## config.mk

```make
export PLATFORM = sky130hd
export DESIGN_NAME = lpm_seq
export DESIGN_NICKNAME = d
export VERILOG_FILES = /design/src/rtl/lpm_pkg.sv /design/src/rtl/lpm_ctrl.sv /design/src/rtl/lpm_dp.sv /design/src/rtl/lpm_seq.sv
export SDC_FILE = /design/constraint.sdc
export NUM_CORES = 1
export LEC_CHECK = 0
export ABC_AREA = 1
export BUFFER_PORTS_ARGS = -buffer_cell sky130_fd_sc_hd__buf_2
export CORE_AREA = 2 2 39 41
export DETAILED_ROUTE_END_ITERATION = 7
export DIE_AREA = 0 0 41 43
export GPL_TIMING_DRIVEN = 0
export PLACE_DENSITY = 0.53
export SYNTH_ARGS = -nofsm -noshare
export SYNTH_HDL_FRONTEND = slang
export SYNTH_SLANG_ARGS = --single-unit
```

## constraint.sdc

```tcl
create_clock -name clk -period 1.85 [get_ports clk]
set_clock_uncertainty 0.15 [all_clocks]
set_input_delay 0.2775 -clock clk [delete_from_list [all_inputs] [get_ports clk]]
set_output_delay 0.2775 -clock clk [all_outputs]
set_load 0.05 [all_outputs]
```

## src/rtl/lpm_pkg.sv

```systemverilog
package lpm_pkg;

  localparam int STATE_W = 2;

  typedef enum logic [STATE_W-1:0] {
    PS_RUN  = 2'd0,
    PS_IDLE = 2'd1,
    PS_STBY = 2'd2,
    PS_HALT = 2'd3
  } pwrState_t;

  typedef struct packed {
    logic inRun;
    logic inIdle;
    logic inStby;
    logic inHalt;
    logic nmiFire;
  } ctrlStrobe_t;

endpackage

```

## src/rtl/lpm_ctrl.sv

```systemverilog
module lpm_ctrl
  import lpm_pkg::*;
(
  input  logic        clk,
  input  logic        rstN,
  input  logic        idleExec,
  input  logic        lpDisable,
  input  logic        pdBit,
  input  logic        hsBit,
  input  logic        hardWdMode,
  input  logic        extInt1,
  input  logic        tmr1Int,
  input  logic        anyIntReq,
  output pwrState_t   state,
  output ctrlStrobe_t strobe
);

  pwrState_t stateNext;
  logic      deepSleep;

  always_comb begin
    stateNext = state;
    unique case (state)
      PS_RUN: begin
        if (idleExec) begin
          if (lpDisable || !pdBit) stateNext = PS_IDLE;
          else if (hsBit)          stateNext = PS_HALT;
          else                     stateNext = PS_STBY;
        end
      end
      PS_IDLE: if (anyIntReq)           stateNext = PS_RUN;
      PS_STBY: if (extInt1 || tmr1Int)  stateNext = PS_RUN;
      PS_HALT: if (extInt1)             stateNext = PS_RUN;
      default:                          stateNext = PS_RUN;
    endcase
  end

  always_ff @(posedge clk or negedge rstN) begin
    if (!rstN) state <= PS_RUN;
    else       state <= stateNext;
  end

  assign deepSleep = (state == PS_STBY) || (state == PS_HALT);

  always_comb begin
    strobe.inRun   = (state == PS_RUN);
    strobe.inIdle  = (state == PS_IDLE);
    strobe.inStby  = (state == PS_STBY);
    strobe.inHalt  = (state == PS_HALT);
    strobe.nmiFire = deepSleep && hardWdMode && extInt1;
  end

  // timer 1 and generic interrupts do not end HALT
  p_halt_tmr_ignored_r7: assert property (@(posedge clk) disable iff (!rstN)
    (state == PS_HALT && !extInt1) |=> (state == PS_HALT));

  // no sleep entry without the idle instruction
  p_run_holds_r11: assert property (@(posedge clk) disable iff (!rstN)
    (state == PS_RUN && !idleExec) |=> (state == PS_RUN));

  // disabled deep sleep always lands in IDLE
  p_disable_idle_r9: assert property (@(posedge clk) disable iff (!rstN)
    (state == PS_RUN && idleExec && lpDisable) |=> (state == PS_IDLE));

  // standby wakes on either event
  p_stby_wake_r6: assert property (@(posedge clk) disable iff (!rstN)
    (state == PS_STBY && (extInt1 || tmr1Int)) |=> (state == PS_RUN));

endmodule

```

## src/rtl/lpm_dp.sv

```systemverilog
module lpm_dp
  import lpm_pkg::*;
#(
  parameter int CFG_W = 2
)(
  input  logic             clk,
  input  logic             rstN,
  input  logic             cfgWrEn,
  input  logic [CFG_W-1:0] cfgWrData,
  input  logic             lpDisable,
  input  ctrlStrobe_t      strobe,
  output logic [CFG_W-1:0] ctrlBits,
  output logic             cpuStall,
  output logic             cpuClkEn,
  output logic             periphClkEn,
  output logic             tmr1ClkEn,
  output logic             wdClkEn,
  output logic             nmiReq
);

  always_ff @(posedge clk or negedge rstN) begin
    if (!rstN)                       ctrlBits <= '0;
    else if (cfgWrEn && !lpDisable)  ctrlBits <= cfgWrData;
  end

  always_ff @(posedge clk or negedge rstN) begin
    if (!rstN) nmiReq <= 1'b0;
    else       nmiReq <= strobe.nmiFire;
  end

  always_comb begin
    cpuStall    = !strobe.inRun;
    cpuClkEn    = strobe.inRun;
    periphClkEn = strobe.inRun || strobe.inIdle;
    wdClkEn     = strobe.inRun || strobe.inIdle;
    tmr1ClkEn   = !strobe.inHalt;
  end

  // fused-off writes leave the bits alone
  p_bits_frozen_r9: assert property (@(posedge clk) disable iff (!rstN)
    lpDisable |=> $stable(ctrlBits));

  // the NMI request lasts a single cycle
  p_nmi_pulse_r10: assert property (@(posedge clk) disable iff (!rstN)
    nmiReq |=> !nmiReq);

  // watchdog clock off whenever the peripherals are gated
  p_wd_follows_periph_r4: assert property (@(posedge clk) disable iff (!rstN)
    !periphClkEn |-> !wdClkEn);

  // timer 1 gating implies everything is gated
  p_halt_all_off_r5: assert property (@(posedge clk) disable iff (!rstN)
    !tmr1ClkEn |-> (!cpuClkEn && !periphClkEn && cpuStall));

endmodule

```

## src/rtl/lpm_seq.sv

```systemverilog
module lpm_seq
  import lpm_pkg::*;
#(
  parameter int CFG_W = 2
)(
  input  logic             clk,
  input  logic             rstN,
  input  logic             cfgWrEn,
  input  logic [CFG_W-1:0] cfgWrData,
  input  logic             idleExec,
  input  logic             lpDisable,
  input  logic             hardWdMode,
  input  logic             extInt1,
  input  logic             tmr1Int,
  input  logic             anyIntReq,
  output logic [CFG_W-1:0] ctrlBits,
  output logic [STATE_W-1:0] pwrState,
  output logic             cpuStall,
  output logic             cpuClkEn,
  output logic             periphClkEn,
  output logic             tmr1ClkEn,
  output logic             wdClkEn,
  output logic             nmiReq
);

  localparam int PD_IDX = 0;
  localparam int HS_IDX = 1;

  pwrState_t   state;
  ctrlStrobe_t strobe;

  lpm_ctrl u_ctrl (
    .clk        (clk),
    .rstN       (rstN),
    .idleExec   (idleExec),
    .lpDisable  (lpDisable),
    .pdBit      (ctrlBits[PD_IDX]),
    .hsBit      (ctrlBits[HS_IDX]),
    .hardWdMode (hardWdMode),
    .extInt1    (extInt1),
    .tmr1Int    (tmr1Int),
    .anyIntReq  (anyIntReq),
    .state      (state),
    .strobe     (strobe)
  );

  lpm_dp #(.CFG_W(CFG_W)) u_dp (
    .clk         (clk),
    .rstN        (rstN),
    .cfgWrEn     (cfgWrEn),
    .cfgWrData   (cfgWrData),
    .lpDisable   (lpDisable),
    .strobe      (strobe),
    .ctrlBits    (ctrlBits),
    .cpuStall    (cpuStall),
    .cpuClkEn    (cpuClkEn),
    .periphClkEn (periphClkEn),
    .tmr1ClkEn   (tmr1ClkEn),
    .wdClkEn     (wdClkEn),
    .nmiReq      (nmiReq)
  );

  assign pwrState = state;

endmodule

```

==> run_results.csv, run 1 <==
group,metric,value,unit
run_status,status,"completed",
final_layout,num-fill-cells,162,
timing,final.setup.worst_slack,0.229,ns
routing,drt_drc_violations_left,0,
synth,yosys-top-cells-area,"dfrtp_1, nand2_1, nor2_1, buf_4, inv_1",
power_and_ir_drop,power.switching,556,uW
floorplanning,die_h,43,um
synth,avgSynthCellArea,6.76,sq um
timing,rsz0062_at_grt,"false",
synth,synth.distinct_cells,13,
routing,detail_route.iter0.violations,1,
timing,timing.final.crit_share,87.6,%
power_and_ir_drop,power_density,1860,mW/mm^2
power_and_ir_drop,ir_drop,852,uV
floorplanning,ios,21,
final_layout,regArea,128,sq um
critical_path,required,1.42,ns
synth,synth-main-ff-cell,"dfrtp_1",
synth,synth_cells,50,
floorplanning,coreArea,0.00138,sq mm
cts,clk_pin_slew_worst_paths,0.05,ns
cts,cts_setup_buffers,0,
power_and_ir_drop,combPwrFrac,64.9,%
placed_design,hpwl,556,um
final_layout,antenna_cells,0,
final_layout,syn_to_final_growth,49.6,%
routing,drtAntennaViolNets,0,
synth,ys_ff_latch,5,
synth,yosys.area.top_type_share,37.0,%
critical_path,worstSetupStartpointType,"flip-flop",
synth,yosysMostFrequentCell,"nand2_1",
routing,drt_wl_total,720,um
routing,dr.pass1.iters,2,
placed_design,gp_congestion,0.790,
power_and_ir_drop,p_int,387,uW
placed_design,numPortBuffers,20,
timing,setup_tns,0,ns
critical_path,cp_max_fo,8,
synth,synth-edff-count,0,
global_route,grtUsageTotal,9.88,%
global_route,antenna_found_initial,0,
timing,setup_violations,0,
final_layout,final_layout_size_suffix_gt1_share,48.0,%
power_and_ir_drop,p_leak,0.291,nW
floorplanning,start_util,24.4,%
global_route,overflow,0,
critical_path,crit_arrival,1.19,ns
timing,hold_viol_final,0,
floorplanning,rows,14,
synth,seq_area_frac_synth,37.0,%
timing,post-route-min-period,1.62,ns
critical_path,cp-end-kind,"output port",
routing,route.vias.total,361,
global_route,grt_max_degree,9,
cts,cts_root_buf,"clkbuf_4",
global_route,grt_pass1_wl,1.06,mm
synth,yosys.area.top_type,"dfrtp_1",
final_layout,multiInputGateArea,158,sq um
power_and_ir_drop,p_clk_share,13.7,%
cts,hold_buffers,1,
placed_design,post-place-ws,0.479,ns
cts,htreeDepth,1,
timing,fmax,0.617,GHz
timing,slew_headroom,83.4,%
cts,cts_resized,0,
synth,synth_common_cells,"nand2_1, nor2_1, inv_1, dfrtp_1",
routing,wl_per_cell,7.91,um
synth,netlist_area,338,sq um
floorplanning,die_w,41,um
cts,worstSkewPairLatency,0.24,ns
flow_run,drv_cap,0,
timing,drv_slew,0,
cts,cts_sinks,5,
power_and_ir_drop,sequentialPowerShare,21.5,%
hold_path,hp-class,"primary input to flip-flop",
synth,yosys_warnings,0,
power_and_ir_drop,switching_share,59.0,%
global_route,grt_pass1_vias,282,
timing,worstMarginPinSlew,0.251,ns
cts,cts_buffers,3,
critical_path,ff2ff_setup_slack,0.60,ns
cts,cts_tree,"done",
floorplanning,die-area,0.00176,sq mm
final_layout,layout.nets,87,
routing,via_per_inst,3.97,
critical_path,critical_path_class,"flip-flop to output port",
cts,cts_buffer_depth,2,
synth,synth-async-reset-ratio,100,%
synth,syn-num-nets,61,
## cell type report
| cell class | count | area share (%) |
|---|---|---|
| Multi-Input combinational cell | 32 | 31.2 |
| Buffer | 3 | 4.46 |
| Clock buffer | 4 | 5.20 |
| Tap cell | 16 | 3.96 |
| Inverter | 10 | 8.17 |
| Timing Repair Buffer | 21 | 21.8 |
| Sequential cell | 5 | 25.2 |
## worst paths after layout
kind,start,end,depth (start not counted)
min in group asynchronous,rstN,u_dp.ctrlBits[0],2
setup / recovery,u_ctrl.state[0],cpuStall,3
hold reg to reg,u_dp.ctrlBits[1],u_dp.ctrlBits[1],2
setup reg to reg,u_ctrl.state[0],u_ctrl.state[1],6
max in group asynchronous,rstN,u_ctrl.state[1],2
hold / removal,cfgWrData[0],u_dp.ctrlBits[0],2
## critical path: stages (launching register included)
cell,delay (ns)
dfrtp_2,0.47
nor2_4,0.18
clkinvlp_4,0.10
buf_2,0.21
## power groups by stage
stage,clock network [mW],registers [mW],logic (mW)
after global routing,0.139,0.212,0.651
after detailed placement,0,0.205,0.614
final,0.129,0.202,0.611
after global placement,0,0.203,0.614
after floorplan,0,0.273,0.420
after CTS,0.136,0.204,0.617
## cells by family after synthesis
logic type	count (synthesis)	share of synthesized area (%)
AOI/OAI and AO/OA	3	5.92
buffers and inverters	13	17.8
DFF	5	37.0
muxes	1	3.33
and+or+nand+nor	28	35.9
## routing by layer
metal	global-route usage, %	vias up	share of wire [%]
li1	-	198	-
met1	11.1	146	44
met2	12.5	17	45
met3	3.14	0	11
met4	12.0	0	0
met5	0	-	0
## registers in the layout (all words and copies together), names as in the netlist
register / count
u_dp.ctrlBits: 2
u_ctrl.state: 2
u_dp.nmiReq: 1
## layout by cell type (no fill, tap or decap), drive strengths merged
cell type,n
inv,9
clkbuf,4
o21bai,2
nand2,14
dlygate4sd3,1
mux2,1
dfrtp,5
clkinvlp,1
nand3,4
a21oi,1
nor2,9
buf,23
nand3b,1
## stage by stage
| step | area [sq um] | util, % | power [mW] | hold slack [ns] | instances |
|---|---|---|---|---|---|
| 6_report | 505 | 36.5 | 0.942 | 0.103 | 91 |
| 5_1_grt | 505 | 36.5 | 1.00 | 0.100 | 91 |
| 4_1_cts | 505 | 36.5 | 0.957 | 0.0917 | 91 |
| 3_5_place_dp | 469 | 33.9 | 0.819 | -0.0552 | 86 |
| 3_3_place_gp | 469 | 33.9 | 0.817 | -0.0547 | 86 |
| 2_1_floorplan | 349 | - | 0.693 | -0.168 | 50 |
(Power assumes the default switching activity.)
==> run 2: changes to the inputs <==
--- a/config.mk
+++ b/config.mk
@@ -8,6 +8,7 @@
 export ABC_AREA = 1
 export BUFFER_PORTS_ARGS = -buffer_cell sky130_fd_sc_hd__buf_2
 export CORE_AREA = 2 2 39 41
+export CTS_BUF_LIST = sky130_fd_sc_hd__clkbuf_16
 export DETAILED_ROUTE_END_ITERATION = 7
 export DIE_AREA = 0 0 41 43
 export GPL_TIMING_DRIVEN = 0
==> run 2 against run 1 <==
Sequential share of layout area fell by 2.4 points. Total power rose by 23%. Utilization rose by 3.8 points. Wire length fell by 5.7%. First-iteration DRC count did not move. Combinational power barely moved.
==> run_results.csv, run 2 (synthesis results as in run 1) <==
group,metric,value,unit
power_and_ir_drop,p_leak,0.319,nW
timing,setup_violations,0,
timing,setup_tns,0,ns
timing,worstMarginPinSlew,0.251,ns
global_route,overflow,0,
timing,post-route-min-period,1.60,ns
critical_path,crit_buf_inv,2,
critical_path,crit_arrival,1.17,ns
routing,route.vias.total,355,
placed_design,place_area,469,sq um
critical_path,cp-end-kind,"output port",
global_route,grtUsageTotal,9.27,%
final_layout,final_cells,91,
cts,clk_pin_slew_worst_paths,0.03,ns
critical_path,critical_path_class,"flip-flop to output port",
critical_path,reg2reg_from,"u_ctrl.state[0]",
critical_path,critPathTopFamily,"flip-flops",
critical_path,cp_cell_sequence,"nor2_4 -> clkinvlp_4 -> buf_2",
final_layout,post-route-cell-area,558,sq um
critical_path,required,1.42,ns
timing,hold_viol_final,0,
timing,slew_headroom,83.4,%
placed_design,hpwl,556,um
timing,fmax,0.626,GHz
cts,htreeDepth,1,
flow_run,drv_cap,0,
cts,cts_setup_buffers,0,
hold_path,holdPathStages,2,
cts,worstSkewPairLatency,0.22,ns
routing,drt_wl_total,679,um
critical_path,reg2reg_to,"u_ctrl.state[1]",
power_and_ir_drop,p_int,585,uW
floorplanning,ios,21,
floorplanning,die_h,43,um
placed_design,dp.cells,86,
final_layout,final_layout_size_suffix_gt1_share,48.0,%
floorplanning,die_w,41,um
final_layout,reg_top3,"u_ctrl.state x2, u_dp.ctrlBits x2, u_dp.nmiReq x1",
timing,rsz0062_at_grt,"false",
cts,cts_root_buf,"clkbuf_16",
power_and_ir_drop,p_clk_share,29.6,%
global_route,grt_pass1_wl,1.05,mm
routing,via_per_inst,3.90,
final_layout,antenna_cells,0,
cts,cts_resized,0,
critical_path,worstSetupStartpointType,"flip-flop",
power_and_ir_drop,power_density,2070,mW/mm^2
final_layout,final_common_cell,"buf_2",
power_and_ir_drop,switching_share,49.4,%
final_layout,fin_util,40.3,%
routing,dr.pass1.iters,2,
run_status,status,"completed",
routing,detail_route.iter0.violations,1,
critical_path,r2r_cells,6,
hold_path,hold_path_startpoint,"cfgWrData[0]",
hold_path,hp-class,"primary input to flip-flop",
critical_path,cp_max_fo,8,
global_route,grt_pass1_vias,277,
power_and_ir_drop,ir_drop,853,uV
cts,cts_sinks,5,
timing,timing.final.crit_share,86.4,%
power_and_ir_drop,combPwrFrac,52.9,%
hold_path,min_to,"u_dp.ctrlBits[0]",
cts,cts_buffers,3,
global_route,grt_max_degree,9,
cts,cts_tree,"done",
final_layout,layout_common_cells,"buf_2, nand2_1, nor2_1",
floorplanning,die-area,0.00176,sq mm
placed_design,gp_congestion,0.790,
power_and_ir_drop,sequentialPowerShare,17.5,%
timing,drv_slew,0,
critical_path,crit_slowest_cell,"dfrtp_2",
floorplanning,coreArea,0.00138,sq mm
routing,drtAntennaViolNets,0,
floorplanning,rows,14,
global_route,antenna_found_initial,0,
final_layout,syn_to_final_growth,65.2,%
critical_path,ff2ff_setup_slack,0.61,ns
cts,cts_buffer_depth,2,
floorplanning,start_util,24.4,%
routing,drt_drc_violations_left,0,
routing,wl_per_cell,7.46,um
final_layout,layout.nets,87,
power_and_ir_drop,power.switching,571,uW
critical_path,slowest_delay,0.46,ns
placed_design,numPortBuffers,20,
-- run 2: cell count changes in the layout (fill, tap and decap cells not counted), sizes merged --
cell    change
clkbuf      -1
inv         +1
-- run 2: layout make-up --
| class | instances | area (sq um) |
|---|---|---|
| Fill cell | 156 | 826 |
| Multi-Input combinational cell | 32 | 158 |
| Sequential cell | 5 | 128 |
| Timing Repair Buffer | 21 | 110 |
| Clock buffer | 3 | 75.1 |
| Inverter | 10 | 41.3 |
| Buffer | 3 | 22.5 |
| Tap cell | 16 | 20.0 |
| Clock inverter | 1 | 3.75 |
-- run 2: worst max path at each step --
| stage | endpoint | cells after the start | slack [ns] | startpoint |
|---|---|---|---|---|
| detailed placement | cpuStall | 3 | 0.48 | u_ctrl.state[0] |
| global placement | cpuStall | 3 | 0.48 | u_ctrl.state[0] |
| floorplan | u_ctrl.state[1] | 5 | 0.03 | u_ctrl.state[0] |
| CTS | cpuStall | 3 | 0.24 | u_ctrl.state[0] |
| finish | cpuStall | 3 | 0.25 | u_ctrl.state[0] |
| global route | cpuStall | 3 | 0.20 | u_ctrl.state[0] |
-- run 2: stage by stage --
| stage | power, mW | hold slack, ns | setup WS [ns] |
|---|---|---|---|
| floorplan | 0.693 | -0.168 | 0.0316 |
| CTS | 1.17 | 0.123 | 0.243 |
| finish | 1.16 | 0.125 | 0.252 |
| global route | 1.22 | 0.126 | 0.195 |
| detailed placement | 0.819 | -0.0552 | 0.479 |
| global placement | 0.817 | -0.0547 | 0.481 |
-- run 2: power groups by stage --
stage / logic [mW] / registers (mW) / clock network [mW]
floorplan: 0.420 / 0.273 / 0
global placement: 0.614 / 0.203 / 0
detailed placement: 0.614 / 0.205 / 0
CTS: 0.617 / 0.204 / 0.348
global route: 0.651 / 0.212 / 0.357
finish: 0.611 / 0.202 / 0.342
-- run 2: metal layers --
layer  share of wire [%]  track usage (%)  vias to the layer above
met2                  42             12.5                       17
met5                   0                0                        -
met1                  46             11.1                      141
met4                   0             8.00                        0
met3                  11             3.14                        0
li1                    -                -                      197
-- run 2: repair_timing --
action | in CTS | in global routing
hold buffers | 1 | 0
endpoints found under the hold margin | 5 | 0
endpoints found under the setup margin | 0 | 0
-- run 2: worst register-to-register path, stage by stage (launching register included) --
cell and delay, ns:
dfrtp_2 0.46, nor2_4 0.18, nand2_1 0.08, nand2_2 0.08
inv_2 0.04, nand3_1 0.07, nand2_1 0.06
